File: src/rtl/nvck_pkg.sv
package nvck_pkg;

    localparam logic [31:0] CRC_POLY = 32'hEDB88320;
    localparam int HDR_BYTES = 4;

    // default configuration image: zero-terminated key=value strings, double zero at end
    localparam int IMG_LEN = 41;
    localparam logic [IMG_LEN*8-1:0] IMG_BITS = {
        "speed=57600", 8'h00,
        "con=serial",  8'h00,
        "boot=disk",   8'h00,
        "wait=2",      8'h00,
        8'h00
    };

    typedef enum logic [2:0] {
        PH_SCAN,
        PH_JUDGE,
        PH_FILL,
        PH_SEAL,
        PH_OPEN
    } phase_e;

    function automatic logic [31:0] crc_step(input logic [31:0] c, input logic [7:0] b);
        logic [31:0] r;
        r = c ^ {24'h0, b};
        for (int k = 0; k < 8; k++) begin
            r = r[0] ? ((r >> 1) ^ CRC_POLY) : (r >> 1);
        end
        return r;
    endfunction

    function automatic logic [7:0] img_byte(input int idx);
        if (idx < 0 || idx >= IMG_LEN) return 8'h00;
        return IMG_BITS[(IMG_LEN-1-idx)*8 +: 8];
    endfunction

endpackage

File: src/rtl/nvck_crc_acc.sv
module nvck_crc_acc (
    input  logic        clk,
    input  logic        rst_n,
    input  logic        clr,
    input  logic        en,
    input  logic [7:0]  din,
    output logic [31:0] crc_o
);
    import nvck_pkg::*;

    logic [31:0] acc_d, acc_q;

    always_comb begin
        acc_d = acc_q;
        if (clr) begin
            acc_d = 32'hFFFF_FFFF;
        end else if (en) begin
            acc_d = crc_step(acc_q, din);
        end
    end

    always_ff @(posedge clk or negedge rst_n) begin
        if (!rst_n) acc_q <= 32'hFFFF_FFFF;
        else        acc_q <= acc_d;
    end

    assign crc_o = ~acc_q;

endmodule

File: src/rtl/nvck_ctrl.sv
module nvck_ctrl #(
    parameter int          ST_BYTES  = 4096,
    parameter logic [31:0] BLANK_CRC = 32'h603B0489,
    localparam int         AW        = $clog2(ST_BYTES),
    localparam int         CW        = AW + 1
) (
    input  logic          clk,
    input  logic          rst_n,
    input  logic [7:0]    st_rdata,
    input  logic [31:0]   crc_val,
    output logic [AW-1:0] c_addr,
    output logic          c_rd,
    output logic          c_wr,
    output logic [7:0]    c_wdata,
    output logic          crc_clr,
    output logic          crc_en,
    output logic          busy,
    output logic          done,
    output logic          bad
);
    import nvck_pkg::*;

    typedef struct packed {
        phase_e        phase;
        logic [CW-1:0] cnt;
        logic          pend;
        logic [AW-1:0] paddr;
        logic [31:0]   word;
        logic          refilled;
        logic          bad;
        logic          done;
    } ctrl_t;

    ctrl_t q, d;

    localparam logic [CW-1:0] SCAN_END = CW'(ST_BYTES);
    localparam logic [CW-1:0] FILL_END = CW'(IMG_LEN - 1);
    localparam logic [AW-1:0] LAST_ADR = AW'(ST_BYTES - 1);
    localparam logic [AW-1:0] HDR_ADR  = AW'(HDR_BYTES);

    always_comb begin
        d       = q;
        d.pend  = 1'b0;
        c_addr  = '0;
        c_rd    = 1'b0;
        c_wr    = 1'b0;
        c_wdata = 8'h00;
        crc_clr = 1'b0;
        crc_en  = 1'b0;
        unique case (q.phase)
            PH_SCAN: begin
                if (q.cnt < SCAN_END) begin
                    c_rd    = 1'b1;
                    c_addr  = q.cnt[AW-1:0];
                    d.pend  = 1'b1;
                    d.paddr = q.cnt[AW-1:0];
                    d.cnt   = q.cnt + CW'(1);
                end
                if (q.pend) begin
                    if (q.paddr < HDR_ADR) d.word = {q.word[23:0], st_rdata};
                    else                   crc_en = 1'b1;
                    if (q.paddr == LAST_ADR) d.phase = PH_JUDGE;
                end
            end
            PH_JUDGE: begin
                d.cnt = '0;
                if (q.refilled) begin
                    d.phase = PH_SEAL;
                end else if (crc_val == BLANK_CRC) begin
                    d.phase    = PH_FILL;
                    d.refilled = 1'b1;
                end else if (q.word == 32'h0) begin
                    d.phase = PH_SEAL;
                end else begin
                    d.phase = PH_OPEN;
                    d.done  = 1'b1;
                    d.bad   = (q.word != crc_val);
                end
            end
            PH_FILL: begin
                c_wr    = 1'b1;
                c_addr  = HDR_ADR + q.cnt[AW-1:0];
                c_wdata = img_byte(int'(q.cnt));
                if (q.cnt == FILL_END) begin
                    d.phase = PH_SCAN;
                    d.cnt   = '0;
                    crc_clr = 1'b1;
                end else begin
                    d.cnt = q.cnt + CW'(1);
                end
            end
            PH_SEAL: begin
                c_wr   = 1'b1;
                c_addr = q.cnt[AW-1:0];
                unique case (q.cnt[1:0])
                    2'd0:    c_wdata = crc_val[31:24];
                    2'd1:    c_wdata = crc_val[23:16];
                    2'd2:    c_wdata = crc_val[15:8];
                    default: c_wdata = crc_val[7:0];
                endcase
                if (q.cnt[1:0] == 2'd3) begin
                    d.phase = PH_OPEN;
                    d.done  = 1'b1;
                end else begin
                    d.cnt = q.cnt + CW'(1);
                end
            end
            default: begin
                d.phase = PH_OPEN;
            end
        endcase
    end

    always_ff @(posedge clk or negedge rst_n) begin
        if (!rst_n) begin
            q.phase    <= PH_SCAN;
            q.cnt      <= '0;
            q.pend     <= 1'b0;
            q.paddr    <= '0;
            q.word     <= '0;
            q.refilled <= 1'b0;
            q.bad      <= 1'b0;
            q.done     <= 1'b0;
        end else begin
            q <= d;
        end
    end

    assign busy = (q.phase != PH_OPEN);
    assign done = q.done;
    assign bad  = q.bad;

endmodule

File: src/rtl/nvck_top.sv
module nvck_top #(
    parameter int          ST_BYTES  = 4096,
    parameter logic [31:0] BLANK_CRC = 32'h603B0489,
    localparam int         AW        = $clog2(ST_BYTES)
) (
    input  logic          clk,
    input  logic          rst_n,
    input  logic [AW-1:0] h_addr,
    input  logic          h_rd,
    input  logic          h_wr,
    input  logic [7:0]    h_wdata,
    output logic [7:0]    h_rdata,
    output logic          h_rvalid,
    output logic          h_ready,
    output logic [AW-1:0] st_addr,
    output logic          st_rd,
    output logic          st_wr,
    output logic [7:0]    st_wdata,
    input  logic [7:0]    st_rdata,
    output logic          chk_busy,
    output logic          chk_done,
    output logic          chk_bad
);
    logic [AW-1:0] c_addr;
    logic          c_rd, c_wr;
    logic [7:0]    c_wdata;
    logic          crc_clr, crc_en;
    logic [31:0]   crc_val;
    logic          rv_d, rv_q;

    nvck_crc_acc u_crc (
        .clk   (clk),
        .rst_n (rst_n),
        .clr   (crc_clr),
        .en    (crc_en),
        .din   (st_rdata),
        .crc_o (crc_val)
    );

    nvck_ctrl #(
        .ST_BYTES  (ST_BYTES),
        .BLANK_CRC (BLANK_CRC)
    ) u_ctrl (
        .clk      (clk),
        .rst_n    (rst_n),
        .st_rdata (st_rdata),
        .crc_val  (crc_val),
        .c_addr   (c_addr),
        .c_rd     (c_rd),
        .c_wr     (c_wr),
        .c_wdata  (c_wdata),
        .crc_clr  (crc_clr),
        .crc_en   (crc_en),
        .busy     (chk_busy),
        .done     (chk_done),
        .bad      (chk_bad)
    );

    always_comb begin
        if (chk_done) begin
            st_addr  = h_addr;
            st_wr    = h_wr;
            st_rd    = h_rd & ~h_wr;
            st_wdata = h_wdata;
        end else begin
            st_addr  = c_addr;
            st_wr    = c_wr;
            st_rd    = c_rd;
            st_wdata = c_wdata;
        end
        rv_d = chk_done & h_rd & ~h_wr;
    end

    always_ff @(posedge clk or negedge rst_n) begin
        if (!rst_n) rv_q <= 1'b0;
        else        rv_q <= rv_d;
    end

    assign h_ready  = chk_done;
    assign h_rvalid = rv_q;
    assign h_rdata  = st_rdata;

endmodule

File: config.mk
export PLATFORM = sky130hd
export DESIGN_NAME = nvck_top
export DESIGN_NICKNAME = d
export VERILOG_FILES = /design/src/rtl/nvck_pkg.sv /design/src/rtl/nvck_crc_acc.sv /design/src/rtl/nvck_ctrl.sv /design/src/rtl/nvck_top.sv
export SDC_FILE = /design/constraint.sdc
export NUM_CORES = 1
export LEC_CHECK = 0
export BUFFER_PORTS_ARGS = -buffer_cell sky130_fd_sc_hd__buf_2
export CAP_MARGIN = 0
export CORE_MARGIN = 3
export CORE_UTILIZATION = 30
export CTS_CLUSTER_DIAMETER = 50
export DETAILED_ROUTE_END_ITERATION = 10
export SLEW_MARGIN = 15
export SYNTH_ARGS = -nofsm -noshare
export SYNTH_HDL_FRONTEND = slang
export SYNTH_SLANG_ARGS = --single-unit
File: constraint.sdc
create_clock -name clk -period 5.74 [get_ports clk]
set_input_delay 0.574 -clock clk [delete_from_list [all_inputs] [get_ports clk]]
set_output_delay 0.574 -clock clk [all_outputs]
set_load 0.05 [all_outputs]
# ---- Word-level counts from Yosys, hierarchy flattened
# Index checks and enable logic that the tools add are counted.
dict set report classes {
  add_sub_neg 3
  n_lt_le_gt_ge 3
  eq_ne 20
  shift 1
  muxes 51
  bitwise 17
  reduce_logical 13
}
# operator n
set op_table {}
lappend op_table {{32-bit two-way mux} 12}
lappend op_table {{328-bit by 32-bit indexed part select with 8-bit output (first input constant)} 1}
lappend op_table {{13-bit NOT with 14-bit output} 8}
lappend op_table {{13-bit case mux with 4 select lines} 1}
lappend op_table {{45-bit two-way mux} 1}
lappend op_table {{12-bit case mux with 3 select lines} 1}
lappend op_table {{32-bit by 31-bit == test with 1-bit output (second input constant)} 1}
lappend op_table {{32-bit zero test} 1}
lappend op_table {{32-bit != test} 1}
lappend op_table {{32-bit NOT} 1}
lappend op_table {{32-bit by 8-bit bitwise XOR with 32-bit output} 1}
lappend op_table {{13-bit two-way mux} 2}
lappend op_table {{26-bit two-way mux} 1}
lappend op_table {{12-bit two-way mux} 2}
lappend op_table {{3-bit two-way mux} 8}
lappend op_table {{8-bit two-way mux} 3}
lappend op_table {{8-bit case mux with 3 select lines} 1}
lappend op_table {{8-bit case mux with 2 select lines} 1}
lappend op_table {{1-bit two-way mux} 14}
lappend op_table {{6-bit by 13-bit subtractor with 14-bit output (first input constant)} 1}
lappend op_table {{13-bit by 1-bit adder with 13-bit output (second input constant)} 1}
lappend op_table {{13-bit by 6-bit == test with 1-bit output (second input constant)} 1}
lappend op_table {{13-bit by 6-bit greater-or-equal comparator with 1-bit output (second input constant)} 1}
lappend op_table {{13-bit < comparator (second input constant)} 1}
lappend op_table {{other kinds (24)} 42}
dict set report word_totals {
  regBits 97
  output_inout_bits 35
}

# ---- Longest topological paths before layout
# Gate-level depths: netlist of the first run.
dict set report depth {
  word_depth 19
  depth_mapped 11
}

# ---- Hierarchy
# A second synthesis of the first run with hierarchy kept.
dict set report hier_totals {
  cells_unflattened 791
  area_unflattened_um2 7367.1
}
# mod n_inst cells_per_inst area_per_inst_um2
set by_module_without_submodules {}
lappend by_module_without_submodules {nvck_ctrl 1 543 4773.3}
lappend by_module_without_submodules {nvck_crc_acc 1 211 2224.6}
lappend by_module_without_submodules {nvck_top 1 37 369.1}

# ---- Worst setup path before layout of the first run
# Ideal clock, no wire load.
dict set report synth_path {
  kind {register to output}
  startpoint {reg u_ctrl.q[48] (netlist bit)}
  endpoint {out st_wdata[0]}
  arrival_ps 3359
  required_ps 5166
  slack_ps 1807
  stages_incl_launch_ff 12
  n_path_buf 3
  cell_sequence {dfrtp_1 -> buf_6 -> inv_1 -> clkbuf_1 -> ha_1 -> buf_2 -> nand3b_1 -> o31ai_1 -> nand2_1 -> a211oi_1 -> nand2_1 -> o21ai_0}
}
dict set report synth_via {
  elab_chain_cells 6
}
# item line_no
set synth_lines {}
lappend synth_lines {{start, declared} nvck_ctrl.sv:34} ;# ctrl_t q, d;
lappend synth_lines {{parallel branches: the longest is 4 deep, another holds 6-bit by 13-bit subtractor with 14-bit output} -}
lappend synth_lines {{8-bit case mux with 2 select lines (*)} nvck_ctrl.sv:50} ;# unique case (q.phase)
lappend synth_lines {{8-bit two-way mux (*)} nvck_top.sv:60} ;# if (chk_done) begin
lappend synth_lines {{end, declared} nvck_top.sv:18} ;# output logic [7:0] st_wdata,
# Mark *: on every way between the ends. The select of a mux whose other input is x is not followed.

# ---- Worst setup path after layout of the first run
dict set report layout_path {
  startpoint {reg u_ctrl.q[48] (netlist bit)}
  endpoint {out st_wdata[6]}
}
# Same word-level chain as after synthesis.

==> results of run 1 <==
[cell families after synthesis]
family,Yosys count
DFF,97
AOI/OAI and AO/OA,171
and+or+nand+nor,213
adders and majority gates,7
muxes,49
buffers and inverters,70
xor gates and xnor gates,125
[per-stage QoR]
stage,total power (uW),area (um2),cells,hold slack (ns)
2_1_floorplan,2590,6770,732,0.278
3_3_place_gp,2940,7240,1030,0.472
3_5_place_dp,2980,7240,1030,0.483
4_1_cts,3610,7530,1046,0.182
5_1_grt,3840,7530,1046,0.200
6_report,3620,7530,1046,0.169
[area by class of cell]
class	count	area, um2	area share (%)
tap	280	350	4.65
sequential	97	2470	32.8
clock inverter	2	37.5	0.498
multi-input combinational	565	3990	53.0
clock buffer	14	254	3.37
inverter	17	63.8	0.847
timing repair buffer	71	370	4.92
[power by group through the flow]
stage / registers [uW] / logic [uW] / clock network [uW]
after detailed placement: 1280 / 1700 / 0
after CTS: 1270 / 1720 / 626
after global placement: 1280 / 1660 / 0
final: 1280 / 1720 / 612
after global routing: 1300 / 1890 / 653
after floorplan: 1140 / 1450 / 0
[flip-flops by register name, indices dropped and copies added, names as in the netlist]
signal,flops
h_rvalid,1
u_ctrl.bad,1
u_ctrl.q,62
u_crc.acc_q,32
u_ctrl.done,1
[Yosys cell counts (8+ instances only)]
cell type and instances:
o22ai_1 9, nand4_1 15, xnor2_2 9, o211ai_1 8
inv_1 16, nor4_1 17, nand3_1 15, mux2_2 44
xnor2_1 58, clkbuf_1 33, a31oi_1 9, xor2_1 58
a21oi_1 52, nand2_1 45, nor3_1 11, dfrtp_1 65
a211oi_1 14, dfstp_2 32, o21ai_0 30, nor2_1 68
o31ai_1 8, buf_4 10, and3_1 9
[per-layer routing]
metal	wire, um	part of all wire, %	global-route usage, %
met1	9050	47	23.8
met2	8460	44	23.0
met3	1330	6.9	2.65
met4	371	1.9	5.50
met5	0	0	0
[worst max-delay path: stages, from the launching register on]
cell	delay (ns)
dfrtp_1	0.71
inv_1	0.47
ha_1	0.58
a21boi_0	0.31
xnor2_1	0.73
nand2_1	0.21
o31ai_1	0.26
nand2_1	0.15
o31ai_2	0.25
buf_2	0.29
[final timing paths]
check / end / cells after the start / start / slack, ns
worst max-delay path: st_wdata[6] / 9 / u_ctrl.q[48] / 0.83
worst min-delay path: u_ctrl.q[9] / 1 / rst_n / 0.17
worst max register to register: u_crc.acc_q[25] / 8 / u_ctrl.q[48] / 2.30
worst min register to register: u_ctrl.q[2] / 1 / u_ctrl.q[2] / 0.49
max in group asynchronous: u_ctrl.q[46] / 2 / rst_n / 4.43
min in group clk: h_rvalid / 2 / h_wr / 0.40
==> results_dict.tcl, run 1 <==
set metrics [dict create \
    num_vias 5652 \
    clock_power_share_pct 16.9 \
    cp_max_fo 28 \
    post_cts.repair.setup_buffers 0 \
    finalHoldViolations 0 \
    seq_power_share_pct 35.4 \
    grt_antenna_before_repair 0 \
    dp_hpwl_um 13800 \
    die_h_um 156 \
    min_path_type "in -> async" \
    finalSetupViolCount 0 \
    max_cap_violations 0 \
    routedWlPerCell_um 18.4 \
    crit_path_end_kind "output pin" \
    p_comb_share_pct 47.6 \
    arrival_ns 4.34 \
    area_delta_synth_final_pct 11.3 \
    fill_cells 2312 \
    clock_sinks 97 \
    clock_skew_ns 0.0122 \
    synth_compound_area_share_pct 16.6 \
    ant_nets 0 \
    synth_top_family_by_area "XOR/XNOR gates" \
    clk_latency_ns 0.36 \
    clockBufferDepth 2 \
    antenna_cells 0 \
    grt_max_degree 61 \
    synth_edf_count 0 \
    setup-tns-final_ns 0 \
    cts_buffers 9 \
    drive_above_1_share_pct 23.6 \
    synth_cells 732 \
    final_cell_mix "nor2_1, dfrtp_1, buf_2" \
    ir_drop_mv 0.242 \
    preCtsSetupSlack_ns 1.31 \
    start_util_pct 30.7 \
    finish.utilization_pct 34.2 \
    swShare_pct 39.4 \
    critPathKind "reg -> out" \
    first_pass_iters 5 \
    synth_xor_area_share_pct 17.2 \
    clk_pin_slew_ns 0.07 \
    yosys.cell_types.count 73 \
    h-tree-depth 3 \
    gr-total-overflow 0 \
    netlist.area_leader.share_pct 24.0 \
    final_common_cell "nor2_1" \
    syn_avg_cell_area_um2 9.25 \
    final_max_slew_viol_count 0 \
    port-buffer-count 66 \
    async_flop_share_pct 100 \
    via_per_inst 5.40 \
    synth_area_um2 6770 \
    synthSimpleGateAreaFrac_pct 15.7 \
    drc_errors 0 \
    grt_pass1_wl_um 30400 \
    cts-root-buf "clkbuf_16" \
    drtIter0Drc 384 \
    p_leak_uw 0.00306 \
    die-area_um2 24400 \
    grt_pass1_vias 5244 \
    synthAdderAreaFrac_pct 1.29 \
    power.switching_uw 1430 \
    muxShareOfSynthArea_pct 8.13 \
    yosys_warnings 0 \
    start_kind "flip-flop" \
    synth_ff_type "dfrtp_1" \
    rsz0062_at_grt "false" \
    cts_resized 0 \
    p_per_area_nw_per_um2 480 \
    slew_headroom_pct 26.0 \
    core_area_um2 22000 \
    ctsHoldBuffers 0 \
    worstMarginPinSlew_ns 1.11 \
    grt.total_usage_pct 15.9 \
    top_level_ports 67 \
    ys_seq_area_share_pct 36.5 \
    fin_ws_ns 0.827 \
    final_nets 800 \
    gp_congestion 0.864 \
    fin_crit_sh_pct 85.6 \
    fmax_ghz 0.204 \
    intPower_uw 2190 \
    outcome "finished, final reports clean" \
    cts_tree "done" \
    num_rows 54 \
    wirelength_um 19200 \
    die-width_um 156 \
    synthTopCellsByArea "dfrtp_1, dfstp_2, xnor2_1" \
    worst_ep_required_time_ns 5.17 \
    syn_nets 771 \
    ys_seq_elements 97 \
    fin_crit_ns 4.91 \
    synth_largest_area_cell "dfrtp_1" \
]
(Power assumes the default switching activity.)
==> run 2: changes to the inputs <==
==> constraint.sdc (replaced) <==
create_clock -name clk -period 5.4 [get_ports clk]
set_input_delay 0.54 -clock clk [delete_from_list [all_inputs] [get_ports clk]]
set_output_delay 0.54 -clock clk [all_outputs]
set_load 0.05 [all_outputs]
==> results_dict.tcl, run 2 (synthesized netlist as in run 1, its figures left out) <==
set metrics [dict create \
    grt.total_usage_pct 15.6 \
    critPathKind "reg -> out" \
    swShare_pct 39.0 \
    fin_crit_sh_pct 80.1 \
    drive_above_1_share_pct 23.9 \
    grt_max_degree 61 \
    first_pass_iters 5 \
    outcome "finished, final reports clean" \
    cts_tree "done" \
    die-area_um2 24400 \
    p_leak_uw 0.00307 \
    clock_skew_ns 0.00820 \
    finalSetupViolCount 0 \
    cts-root-buf "clkbuf_16" \
    ctsHoldBuffers 0 \
    antenna_cells 0 \
    grt_pass1_wl_um 30100 \
    finalHoldViolations 0 \
    reg2reg_from "u_ctrl.q[49]" \
    p_comb_share_pct 47.6 \
    worst_ep_required_time_ns 4.86 \
    fin_crit_ns 4.33 \
    area_delta_synth_final_pct 11.5 \
    port-buffer-count 66 \
    dp_hpwl_um 13800 \
    fin_hold_ws_ns 0.152 \
    drtIter0Drc 433 \
    intPower_uw 2320 \
    largest_register_ffs 62 \
    gp_congestion 0.864 \
    clk_pin_slew_ns 0.07 \
    clockBufferDepth 2 \
    gr-total-overflow 0 \
    final_cell_mix "nor2_1, dfrtp_1, buf_2" \
    arrival_ns 3.79 \
    num_vias 5579 \
    cp_max_fo 17 \
    fmax_ghz 0.231 \
    post_cts.repair.setup_buffers 0 \
    r2r_setup_slack_ns 2.49 \
    clk_latency_ns 0.35 \
    clock_sinks 97 \
    setup-tns-final_ns 0 \
    final_common_cell "nor2_1" \
    core_area_um2 22000 \
    multi_input_area_um2 3990 \
    timing.rr.end "u_crc.acc_q[22]" \
    h-tree-depth 3 \
    cts_resized 0 \
    seq_power_share_pct 35.8 \
    drc_errors 0 \
    crit_path_end_kind "output pin" \
    fill_cells 2291 \
    ant_nets 0 \
    num_rows 54 \
    cts_buffers 9 \
    start_util_pct 30.7 \
    start_kind "flip-flop" \
    clock_power_share_pct 16.7 \
    wirelength_um 18800 \
    final_nets 801 \
    power.switching_uw 1480 \
    reg2reg_depth 8 \
    die_h_um 156 \
    routedWlPerCell_um 18.0 \
    top_level_ports 67 \
    worstMarginPinSlew_ns 1.06 \
    regMostFlops "u_ctrl.q" \
    rsz0062_at_grt "false" \
    ir_drop_mv 0.249 \
    die-width_um 156 \
    grt_pass1_vias 5237 \
    slew_headroom_pct 29.1 \
    p_per_area_nw_per_um2 504 \
    final_max_slew_viol_count 0 \
    top_regs "u_ctrl.q (62), u_crc.acc_q (32)" \
    max_cap_violations 0 \
    grt_antenna_before_repair 0 \
    regArea_um2 2470 \
    min_path_type "in -> async" \
    via_per_inst 5.33 \
]
[run 2: cell count changes in the layout (fill, tap and decap cells not counted), sizes merged]
cell	before	now
buf	71	72
clkbuf	14	15
bufinv	1	0
[run 2: power groups by stage]
stage          Clock, uW  Combinational [uW]  Sequential, uW
2_1_floorplan          0                1540            1210
3_3_place_gp           0                1770            1360
3_5_place_dp           0                1800            1360
4_1_cts              652                1810            1350
5_1_grt              686                2000            1380
6_report             634                1810            1360
[run 2: worst max-delay path by stage]
stage                        endpoint  slack (ns)         start  cells past startpoint
final                     st_wdata[6]        1.07  u_ctrl.q[49]                      9
after global routing      st_wdata[6]        0.63  u_ctrl.q[49]                      9
after CTS                 st_wdata[6]        1.07  u_ctrl.q[49]                      9
after detailed placement  st_wdata[6]        1.47  u_ctrl.q[49]                      9
after global placement    st_wdata[6]        1.56  u_ctrl.q[48]                      9
after floorplan           st_wdata[0]        1.50  u_ctrl.q[48]                     11
[run 2: stage by stage]
step	util, %	cells	total power [uW]	setup WS [ns]	instance area (um2)
3_5_place_dp	32.9	1031	3160	1.47	7250
4_1_cts	34.2	1047	3810	1.07	7540
3_3_place_gp	32.9	1031	3130	1.56	7250
5_1_grt	34.3	1047	4060	0.632	7550
2_1_floorplan	-	732	2750	1.50	6770
6_report	34.3	1047	3800	1.07	7550
[run 2: final cells by class]
type | count | area share (%)
sequential | 97 | 32.7
timing repair buffer | 72 | 5.01
multi-input combinational | 565 | 52.9
clock buffer | 15 | 3.83
inverter | 17 | 0.846
tap | 280 | 4.64
clock inverter | 1 | 0.0995
[run 2: routing by layer]
metal	up-vias	wire length (um)	track usage [%]
met4	0	314	4.79
li1	2674	-	-
met2	151	8070	22.1
met3	25	950	2.16
met5	-	0	0
met1	2729	9480	24.3
[run 2: critical path, stage by stage (launching register included)]
cell and delay, ns:
dfrtp_1 0.56, inv_1 0.19, ha_1 0.49, a21boi_0 0.30, xnor2_1 0.74, nand2_1 0.21
o31ai_1 0.25, nand2_1 0.16, o31ai_2 0.24, buf_2 0.29
==> run 3: changes to the inputs <==
==> constraint.sdc (replaced) <==
create_clock -name clk -period 4.2 [get_ports clk]
set_input_delay 0.42 -clock clk [delete_from_list [all_inputs] [get_ports clk]]
set_output_delay 0.42 -clock clk [all_outputs]
set_load 0.05 [all_outputs]
==> results_dict.tcl, run 3 (synthesized netlist as in run 1, its figures left out) <==
set metrics [dict create \
    met3_usage_pct 1.60 \
    grt_antenna_before_repair 0 \
    cts_resized 0 \
    routedWlPerCell_um 18.0 \
    critPathKind "reg -> out" \
    regArea_um2 2470 \
    cts_tree "done" \
    place_area_um2 7300 \
    min_path_type "in -> async" \
    die-width_um 156 \
    outcome "finished, final reports clean" \
    port-buffer-count 66 \
    antenna_cells 0 \
    final_cell_area_um2 7640 \
    clockBufferDepth 2 \
    num_vias 5672 \
    regMostFlops "u_ctrl.q" \
    rsz0062_at_grt "false" \
    fill_cells 2284 \
    slowest_stage "xnor2_1" \
    ir_drop_mv 0.324 \
    finalHoldViolations 0 \
    final_max_slew_viol_count 0 \
    clk_pin_slew_ns 0.07 \
    setup-tns-final_ns 0 \
    drtIter0Drc 381 \
    worst_ep_required_time_ns 3.78 \
    crit_top_cell "nand2_1" \
    fin_hold_ws_ns 0.157 \
    wirelength_um 19000 \
    final_nets 808 \
    cp_max_fo 12 \
    cts_buffers 9 \
    cpPeakStageDelay_ns 0.72 \
    clk_latency_ns 0.35 \
    final_common_cell "nor2_1" \
    reg2reg_depth 8 \
    largest_register_ffs 62 \
    die_h_um 156 \
    finalSetupViolCount 0 \
    ant_nets 0 \
    gp_congestion 0.899 \
    core_area_um2 22000 \
    start_util_pct 30.7 \
    cts-root-buf "clkbuf_16" \
    fin_crit_ns 3.59 \
    p_per_area_nw_per_um2 656 \
    num_rows 54 \
    multi_input_area_um2 3990 \
    gr-total-overflow 0 \
    grtUsageMet1_pct 23.6 \
    crit_chain "inv_1 -> ha_1 -> a21boi_0 -> xnor2_1 -> nand2_1 -> o31ai_1 -> nand2_1 -> o31ai_2 -> buf_2" \
    fin_crit_sh_pct 85.4 \
    drc_errors 0 \
    grt_pass1_vias 5443 \
    timing.rr.end "u_ctrl.q[57]" \
    fmax_ghz 0.279 \
    area_delta_synth_final_pct 12.9 \
    h-tree-depth 3 \
    final_cell_mix "nor2_1, dfrtp_1, buf_2" \
    clock_skew_ns 0.0110 \
    r2r_setup_slack_ns 1.40 \
    grt_pass1_wl_um 30300 \
    dp_hpwl_um 13900 \
    grt_max_degree 65 \
    arrival_ns 3.17 \
    max_cap_violations 0 \
    via_per_inst 5.38 \
    die-area_um2 24400 \
    top_level_ports 67 \
    grtUsageMet2_pct 23.2 \
    crit_path_end_kind "output pin" \
    slew_headroom_pct 42.2 \
    top_regs "u_ctrl.q (62), u_crc.acc_q (32)" \
    grt.total_usage_pct 15.6 \
    clock_sinks 97 \
    drive_above_1_share_pct 24.8 \
    top_usage_layer "met1" \
    post_cts.repair.setup_buffers 0 \
    first_pass_iters 5 \
    start_kind "flip-flop" \
    worstMarginPinSlew_ns 0.860 \
    ctsHoldBuffers 0 \
    p_leak_uw 0.00314 \
    reg2reg_from "u_ctrl.q[48]" \
]
==> run 3: cell count changes in the layout (fill, tap and decap cells not counted), sizes merged <==
cell and delta:
clkinvlp -1, clkinv +3, bufinv +3, buf +7, clkbuf -5
==> run 3: final cells by class <==
cell class / count / share of cell area (%)
Multi-Input combinational cell: 565 / 52.2
Sequential cell: 97 / 32.3
Timing Repair Buffer: 79 / 5.63
Tap cell: 280 / 4.58
Clock buffer: 10 / 3.13
Clock inverter: 6 / 1.38
Inverter: 17 / 0.835
==> run 3: worst max path at each step <==
stage,slack (ns),start,depth (start not counted),to
after floorplan,0.42,u_ctrl.q[48],11,st_wdata[0]
after global placement,1.03,u_ctrl.q[50],9,st_wdata[6]
after detailed placement,0.99,u_ctrl.q[50],9,st_wdata[6]
after CTS,0.61,u_ctrl.q[50],9,st_wdata[6]
after global routing,0.23,u_ctrl.q[50],9,st_wdata[6]
final,0.61,u_ctrl.q[50],9,st_wdata[6]
==> run 3: per-layer routing <==
layer / vias up / part of all wire, %
li1: 2698 / -
met5: - / 0
met3: 27 / 5.0
met2: 202 / 44
met4: 0 / 1.9
met1: 2745 / 49
==> run 3: per-stage QoR <==
| step | total power [uW] | instances | utilization (%) | setup WS (ns) |
|---|---|---|---|---|
| floorplan | 3530 | 732 | - | 0.421 |
| global placement | 4020 | 1038 | 33.1 | 1.03 |
| detailed placement | 4060 | 1038 | 33.1 | 0.988 |
| CTS | 5030 | 1054 | 34.7 | 0.605 |
| global route | 5350 | 1054 | 34.7 | 0.232 |
| finish | 5010 | 1054 | 34.7 | 0.615 |
==> run 3: power breakdown <==
part	total [uW]	switching, uW	internal, uW	leakage, uW
combinational	2310	1130	1180	0.00182
sequential	1750	415	1340	0.00114
clock	952	357	595	0.000172
total	5010	1900	3110	0.00314
==> run 3: worst max-delay path: cells and delay by family (launching register included) <==
kind	cells	cell delay [ns]
buffers and inverters	2	0.41
flip-flops	1	0.37
XOR/XNOR	1	0.72
AND/OR/NAND/NOR	2	0.34
AO/OA/AOI/OAI	3	0.70
adder cells (fa/ha/maj)	1	0.27
